File: src/rtl/staged_reset_pkg.sv
package staged_reset_pkg;
  typedef enum logic [2:0] {
    SEQ_IDLE    = 3'd0,
    SEQ_ALL     = 3'd1,
    SEQ_MIDLONG = 3'd2,
    SEQ_LONG    = 3'd3,
    SEQ_CLEAR   = 3'd4
  } seq_state_e;

  // output pattern: bit 0 = long, bit 1 = mid, bit 2 = short
  function automatic logic [2:0] state_pattern(seq_state_e s);
    case (s)
      SEQ_ALL:     return 3'b111;
      SEQ_MIDLONG: return 3'b011;
      SEQ_LONG:    return 3'b001;
      default:     return 3'b000;
    endcase
  endfunction
endpackage

File: src/rtl/seq_cycle_counter.sv
module seq_cycle_counter #(
  parameter int unsigned WIDTH = 5,
  parameter int unsigned LIMIT = 30
) (
  input  logic             clk,
  input  logic             rst_n,
  input  logic             clr_i,
  input  logic             start_i,
  input  logic             en_i,
  output logic [WIDTH-1:0] cnt_o
);
  logic [WIDTH-1:0] cnt_q, cnt_d;
  logic             cnt_we;

  always_comb begin
    cnt_we = clr_i | start_i | en_i;
    if (clr_i)        cnt_d = '0;
    else if (start_i) cnt_d = WIDTH'(1);
    else              cnt_d = cnt_q + WIDTH'(1);
  end

  always_ff @(posedge clk or negedge rst_n) begin
    if (!rst_n)      cnt_q <= '0;
    else if (cnt_we) cnt_q <= cnt_d;
  end

  assign cnt_o = cnt_q;

  // counter stays inside its range
  assert_cnt_bound_R5: assert property (@(posedge clk) disable iff (!rst_n)
    cnt_q <= WIDTH'(LIMIT));
endmodule

File: src/rtl/seq_count_match.sv
module seq_count_match #(
  parameter int unsigned WIDTH = 5,
  parameter int unsigned VALUE = 16
) (
  input  logic [WIDTH-1:0] cnt_i,
  output logic             hit_o
);
  assign hit_o = (cnt_i == WIDTH'(VALUE));
endmodule

File: src/rtl/seq_ctrl_fsm.sv
module seq_ctrl_fsm
  import staged_reset_pkg::*;
(
  input  logic       clk,
  input  logic       rst_n,
  input  logic       req_i,
  input  logic [2:0] hit_i,     // 0 = long, 1 = mid, 2 = short
  output logic       cnt_clr_o,
  output logic       cnt_start_o,
  output logic       cnt_en_o,
  output logic [2:0] aux_o      // 0 = long, 1 = mid, 2 = short
);
  seq_state_e state_q, state_d;
  logic [2:0] aux_q;

  always_comb begin
    state_d     = state_q;
    cnt_clr_o   = 1'b0;
    cnt_start_o = 1'b0;
    cnt_en_o    = 1'b0;
    case (state_q)
      SEQ_IDLE: begin
        if (req_i) begin
          state_d     = SEQ_ALL;
          cnt_start_o = 1'b1;
        end
      end
      SEQ_ALL: begin
        cnt_en_o = 1'b1;
        if (hit_i[2]) state_d = SEQ_MIDLONG;
      end
      SEQ_MIDLONG: begin
        cnt_en_o = 1'b1;
        if (hit_i[1]) state_d = SEQ_LONG;
      end
      SEQ_LONG: begin
        cnt_en_o = ~hit_i[0];
        if (hit_i[0]) state_d = SEQ_CLEAR;
      end
      SEQ_CLEAR: begin
        cnt_clr_o = 1'b1;
        if (!req_i) state_d = SEQ_IDLE;
      end
      default: state_d = SEQ_IDLE;
    endcase
  end

  always_ff @(posedge clk or negedge rst_n) begin
    if (!rst_n) begin
      state_q <= SEQ_IDLE;
      aux_q   <= 3'b000;
    end else begin
      state_q <= state_d;
      aux_q   <= state_pattern(state_d);
    end
  end

  assign aux_o = aux_q;

  // the clear state is left only with the request low
  assert_rearm_low_R8: assert property (@(posedge clk) disable iff (!rst_n)
    (state_q == SEQ_CLEAR && req_i) |=> (state_q == SEQ_CLEAR));
  // a running sequence never goes back to idle directly
  assert_no_abort_R7: assert property (@(posedge clk) disable iff (!rst_n)
    (state_q inside {SEQ_ALL, SEQ_MIDLONG, SEQ_LONG}) |=> (state_q != SEQ_IDLE));
endmodule

File: src/rtl/staged_reset_seq.sv
module staged_reset_seq #(
  parameter int unsigned LEN_LONG  = 30,
  parameter int unsigned LEN_MID   = 24,
  parameter int unsigned LEN_SHORT = 16
) (
  input  logic clk,
  input  logic rst_n,
  input  logic req_i,
  output logic rst_long_o,
  output logic rst_mid_o,
  output logic rst_short_o
);
  localparam int unsigned CNT_W = $clog2(LEN_LONG + 1);
  localparam int unsigned LENS [3] = '{LEN_LONG, LEN_MID, LEN_SHORT};

  logic [CNT_W-1:0] cnt;
  logic [2:0]       hit;
  logic [2:0]       aux;
  logic             cnt_clr, cnt_start, cnt_en;

  seq_cycle_counter #(.WIDTH(CNT_W), .LIMIT(LEN_LONG)) u_cnt (
    .clk(clk), .rst_n(rst_n), .clr_i(cnt_clr), .start_i(cnt_start),
    .en_i(cnt_en), .cnt_o(cnt)
  );

  for (genvar g = 0; g < 3; g++) begin : g_match
    seq_count_match #(.WIDTH(CNT_W), .VALUE(LENS[g])) u_match (
      .cnt_i(cnt), .hit_o(hit[g])
    );
  end

  seq_ctrl_fsm u_fsm (
    .clk(clk), .rst_n(rst_n), .req_i(req_i), .hit_i(hit),
    .cnt_clr_o(cnt_clr), .cnt_start_o(cnt_start), .cnt_en_o(cnt_en),
    .aux_o(aux)
  );

  assign rst_long_o  = aux[0];
  assign rst_mid_o   = aux[1];
  assign rst_short_o = aux[2];

  // the three outputs rise on the same edge, right after a request
  assert_rise_together_R2: assert property (@(posedge clk) disable iff (!rst_n)
    $rose(rst_long_o) |-> (rst_mid_o && rst_short_o && $past(req_i)));
  // nesting of the three outputs
  assert_nesting_R6: assert property (@(posedge clk) disable iff (!rst_n)
    (!rst_short_o || rst_mid_o) && (!rst_mid_o || rst_long_o));
  // short output drops when the counter showed its length
  assert_short_len_R3: assert property (@(posedge clk) disable iff (!rst_n)
    $fell(rst_short_o) |-> ($past(cnt) == CNT_W'(LEN_SHORT)));
  // mid output drops at its length
  assert_mid_len_R4: assert property (@(posedge clk) disable iff (!rst_n)
    $fell(rst_mid_o) |-> ($past(cnt) == CNT_W'(LEN_MID)));
  // long output drops at its length
  assert_long_len_R5: assert property (@(posedge clk) disable iff (!rst_n)
    $fell(rst_long_o) |-> ($past(cnt) == CNT_W'(LEN_LONG)));
endmodule

File: config.mk
export PLATFORM = sky130hd
export DESIGN_NAME = staged_reset_seq
export DESIGN_NICKNAME = d
export VERILOG_FILES = /design/src/rtl/staged_reset_pkg.sv /design/src/rtl/seq_cycle_counter.sv /design/src/rtl/seq_count_match.sv /design/src/rtl/seq_ctrl_fsm.sv /design/src/rtl/staged_reset_seq.sv
export SDC_FILE = /design/constraint.sdc
export NUM_CORES = 1
export LEC_CHECK = 0
export BUFFER_PORTS_ARGS = -buffer_cell sky130_fd_sc_hd__clkbuf_2
export CORE_MARGIN = 2
export CORE_UTILIZATION = 45
export CTS_BUF_LIST = sky130_fd_sc_hd__clkbuf_16
export DETAILED_ROUTE_END_ITERATION = 10
export SLEW_MARGIN = 20
export SYNTH_ARGS = -nofsm -noshare
export SYNTH_HDL_FRONTEND = slang
export SYNTH_HIERARCHICAL = 1
export SYNTH_SLANG_ARGS = --single-unit
File: constraint.sdc
create_clock -name clk -period 1.9 [get_ports clk]
set_input_delay 0.19 -clock clk [delete_from_list [all_inputs] [get_ports clk]]
set_output_delay 0.19 -clock clk [all_outputs]
set_load 0.005 [all_outputs]
# Word-level counts from Yosys, hierarchy flattened
# Cells that the tools add are included.
# op_classes
addsub,1
eq_ne,10
muxes,13
n_bitwise,3
n_reduce_logical,2
# op_table
operator,n
$eq 5x5->1 const B,3
$mux 3,5
$pmux 3 s5,1
$eq 3x2->1 const B,4
$mux 5,2
$pmux 3 s3,1
$eq 3x1->1 const B,2
$add 5x1->5 const B,1
$eq 3x3->1 const B,1
$logic_not 3->1,1
$mux 1,3
$or 1x1->1,2
$pmux 1 s2,1
$reduce_or 2->1,1
$not 1->1,1
# word_totals
reg_bits,11
in_bits,3
output_inout_bits,3
wordCells,32

# Depth between registers and ports, before layout
# logic_depth
word_depth,5
ltp_mapped,7

# Cells and area by module
# Netlist, hierarchy kept.
# modules_own_cells
module,n_inst,cells_each,area_per_inst_um2,seq_area_each_um2
seq_ctrl_fsm,1,31,327.8,150.1
seq_cycle_counter,1,24,265.3,125.1
seq_count_match (g_match[2].u_match),1,2,18.8,0.0
seq_count_match (g_match[1].u_match),1,2,13.8,0.0
seq_count_match (g_match[0].u_match),1,2,10.0,0.0

# Worst setup path after synthesis
# No wires, ideal clock.
# synth_path
kind,register to register
from,reg u_cnt.cnt_q[2] (netlist: u_cnt/cnt_o[2])
to,reg u_cnt.cnt_q[3] (netlist: u_cnt/cnt_o[3])
arrival_ns,1.419
required_time_ns,1.773
setup_slack_ns,0.353
path_stages_with_launch,8
path_buffers,1
synth_period_minus_slack_ns,1.547
path_cell_list,dfrtp_1 nand4_1 nor2_1 nand3_1 nor3b_1 buf_4 nand4_1 mux2_1
# synth_via
elab_chain_len,4
elab_cells_between_ends,7
classes_between,add/sub (1); eq/ne (1); mux (3); bitwise (2)
# synth_rtl
item,line,text
start: declaration,seq_cycle_counter.sv:12,"logic [WIDTH-1:0] cnt_q, cnt_d;"
start signal: assignment,seq_cycle_counter.sv:24,else if (cnt_we) cnt_q <= cnt_d;
$eq 5x5->1,seq_count_match.sv:8,assign hit_o = (cnt_i == WIDTH'(VALUE));
net hit[0],staged_reset_seq.sv:17,logic [2:0] hit;
$not 1->1,seq_ctrl_fsm.sv:37,cnt_en_o = ~hit_i[0];
$pmux 1 s2,seq_ctrl_fsm.sv:21,case (state_q)
net cnt_en,staged_reset_seq.sv:19,"logic cnt_clr, cnt_start, cnt_en;"
$or 1x1->1,seq_cycle_counter.sv:16,cnt_we = clr_i | start_i | en_i;
# The timed path passes the listed nets, and every way through them passes these cells.
# A chain may end at the register's enable or synchronous reset.

# Worst setup path in the final report
# layout_path
from,reg u_cnt.cnt_q[3] (netlist: u_cnt/cnt_o[3])
to,reg u_cnt.cnt_q[4] (netlist: u_cnt/cnt_o[4])
# The elaborated chain is that of the path after synthesis.

==> summary.txt <==
Outcome
  • Outcome: finished, final reports clean

Die
  • Die Ht: ~42 um
  • Die ar.: between 1500 and 2000 um^2
  • Core Region: between 1000 and 1500 um^2
  • Die width: ~42 um
  • Initial core utilization: 0.482
  • I/O pin cnt: 6
  • # rows: 13

Route
  • DRT Pass-1 Iters: 4
  • Avg Vias per Cell: 5.38
  • WL/cell: around 14 um
  • Iter 0 DRT Violations: 10
  • Via count: 468
  • Final WL: between 1000 and 1500 um
  • Drt drc: 0
  • ANT nets after route: 0

Yosys
  • Synthesized flop and latch total: 11
  • Synthesized area: roughly 640 um^2
  • Mapped Cells: just over 60
  • Warnings from Yosys: 6
  • Syn_area_per_cell: approximately 10 um^2
  • Syn Nets: 65
  • Seq/Total Area, Yosys: 0.433
  • Number of flops mapped to enable cells by yosys: 0
  • Main synth FF type: dfrtp_1
  • Netlist cell types: 29
  • Async SR Flop Fraction: 1.00

Job
  • Max Cap Viol: 0

Placed design
  • Pre-CTS setup slack: ~240 ps
  • HPWL Detailed: 901 um
  • GP Congestion: 0.760
  • Port buffer count: 5

GRT
  • Grt total ovfl: 0
  • First-pass GRT wire length: about 2100 um
  • Initial antenna violation count: 0
  • Tot GR Track Use: 0.171
  • Largest net degree at the start of global routing: 12
  • Vias in the first global route: 470

Critical path
  • Most common cell on crit path: nand4_1
  • CP Data Arrival Time: around 1800 ps
  • Worst path slowest cell: dfrtp_1
  • Max FO, Critical Path: 6
  • Crit Path Category: reg -> reg
  • Sequence of cells on the critical path: nand4_1 > nor2_1 > nand3_1 > nor3b_1 > nand4_1 > mux2_1
  • Crit end category: flop
  • CP startpoint kind: flop
  • Worst path required time: roughly 2000 ps
  • CP top delay family: simple AND/OR/NAND/NOR gates
  • Number of buffers and inverters on the critical path: 0
  • Slowest Stage Delay on Critical Path: approximately 430 ps

Cells and area
  • P&R area growth vs syn: 22.0%
  • Share of cells above drive strength 1: 0.222
  • Number of diodes: 0
  • Area of the multi-input gates: 330 um^2
  • Fillers: 105
  • Storage cell area: between 200 and 300 um^2
  • # nets final: 77

Clocking
  • Post-CTS Setup Bufs: 0
  • Post_cts resized: 0
  • Longest Clk Path Bufs: 2
  • Worst-Skew Late Latency: ~240 ps
  • Clock Pin Slew Worst Setup and Hold Paths: ~40 ps
  • Hold buffers post-CTS: 1
  • CTS buffer count: 3
  • Sink Count: 11
  • CTS tree: yes
  • H-tree depth: 1
  • CTS Root Cell: clkbuf_16

STA
  • Worst rel slew slack: 0.746
  • Final Hold Viols: 0
  • Final worst path period share: 0.884
  • Least-Margin Pin Slew: between 300 and 400 ps
  • Unrepaired setup endpoints after global routing: false
  • Setup violations, final: 0
  • Final Slew Violations: 0
  • Fmax: a little under 0.6 GHz
  • Worst clock skew: about 4.0 ps
  • Worst setup margin: approximately 220 ps
  • Hold WS: 248 ps
  • Fin crit period: between 1500 and 2000 ps
  • TNS Setup: 0 ps

Power and ir drop
  • Worst vdd ir: roughly 0.00075 V
  • Sw Pwr: just over 400 uW
  • Internal power: 865 uW
  • Sequential fraction of design power: 0.343
  • Logic gate share of total power: 0.364
  • Pwr Density: around 1600 nW/um^2
  • Clock power frac: 0.293
  • Switching Share: 0.323
  • Leakage Power: roughly 0.00035 uW

Worst hold path
  • Min-Delay Path Class: in -> reg
synthesized netlist by cell type, types with 2 or more instances:
| master | instances | area (um^2) |
|---|---|---|
| a21oi_1 | 3 | 15.0 |
| buf_4 | 2 | 15.0 |
| dfrtp_1 | 11 | 275 |
| inv_1 | 4 | 15.0 |
| mux2_1 | 2 | 22.5 |
| mux2i_1 | 3 | 30.0 |
| nand2_1 | 3 | 11.3 |
| nand4_1 | 3 | 18.8 |
| nor2_1 | 7 | 26.3 |
| nor3_1 | 2 | 10.0 |
| nor3b_1 | 3 | 22.5 |
registers in the layout, summed over array words and instances (netlist names):
name and flops:
u_fsm/state_q 3, u_cnt/cnt_o 5, u_fsm/aux_o 3
final cells by class:
cell class,count,share of cell area
clock inverters,1,0.00484
multi-input cells,44,0.426
well taps,15,0.0242
inverters,4,0.0194
repair buffers,9,0.0742
flip-flops and latches,11,0.355
clock buffers,3,0.0968
cells in the final DEF (no fill, tap or decap):
cell / Yosys / routed
ha_1: 1 / 1
buf_4: 2 / 3
nand2b_1: 1 / 1
and3b_1: 1 / 1
clkbuf_2: 0 / 5
nor3b_1: 3 / 3
mux2_4: 1 / 1
nand2b_2: 1 / 1
nor2_1: 7 / 7
nand2_1: 3 / 3
a21bo_1: 1 / 1
nor2b_1: 1 / 1
nand4_1: 3 / 3
a32oi_4: 1 / 1
nor4_2: 1 / 1
nor3_1: 2 / 2
clkbuf_16: 0 / 3
inv_1: 4 / 5
xnor2_1: 1 / 1
o21bai_1: 1 / 1
mux2_1: 2 / 2
or2_2: 1 / 1
a211oi_1: 1 / 1
a21oi_1: 3 / 3
nand3_1: 1 / 1
a21boi_0: 1 / 1
and2_1: 1 / 1
nand3b_1: 1 / 1
dfrtp_1: 11 / 11
mux2i_1: 3 / 3
dlygate4sd3_1: 0 / 1
and4b_1: 1 / 1
worst reg2reg max path: stages, from the launching register on:
cell and delay [ps]:
dfrtp_1 430, nand4_1 120, nor2_1 70, nand3_1 90, nor3b_1 340, nand4_1 150
mux2_1 340
kinds of logic after synthesis:
family | synth area share
AOI/OAI and AO/OA | 0.118
xor gates and xnor gates | 0.0138
adders and majority gates | 0.0197
buffers and inverters | 0.0472
DFF | 0.433
muxes | 0.106
and+or+nand+nor | 0.262
final timing paths:
path                                               to  cells past startpoint                  startpoint  slack (ps)
hold reg to reg            u_cnt/cnt_o[1]$_DFFE_PN0P_                      2  u_cnt/cnt_o[1]$_DFFE_PN0P_         640
max in group asynchronous  u_cnt/cnt_o[0]$_DFFE_PN0P_                      2                       rst_n        1320
hold / removal             u_fsm/state_q[2]$_DFF_PN0_                      3                       req_i         250
setup reg to reg           u_cnt/cnt_o[4]$_DFFE_PN0P_                      6  u_cnt/cnt_o[3]$_DFFE_PN0P_         220
min in group asynchronous  u_fsm/state_q[2]$_DFF_PN0_                      2                       rst_n         360
setup / recovery           u_cnt/cnt_o[4]$_DFFE_PN0P_                      6  u_cnt/cnt_o[3]$_DFFE_PN0P_         220
per-stage QoR:
| stage | instances | utilization | cell area [um^2] | total power, uW |
|---|---|---|---|---|
| after floorplan | 61 | - | 636 | 758 |
| after global placement | 82 | 0.521 | 687 | 889 |
| after CTS | 87 | 0.589 | 776 | 1300 |
| final | 87 | 0.589 | 776 | 1280 |
| after detailed placement | 82 | 0.521 | 687 | 907 |
| after global routing | 87 | 0.589 | 776 | 1380 |
power by group through the flow:
stage	Combinational, uW	Clock [uW]	Sequential, uW
6_report	465	375	438
5_1_grt	524	400	453
4_1_cts	470	388	437
3_5_place_dp	466	0	441
3_3_place_gp	455	0	434
2_1_floorplan	318	0	440
per-layer routing:
metal	vias to the layer above	global-route usage	part of all wire
li1	238	-	-
met1	218	0.206	0.44
met2	7	0.259	0.48
met3	5	0.0652	0.043
met4	0	0.0968	0.032
met5	-	0	0
No activity file was read; power rests on OpenSTA's default activity.
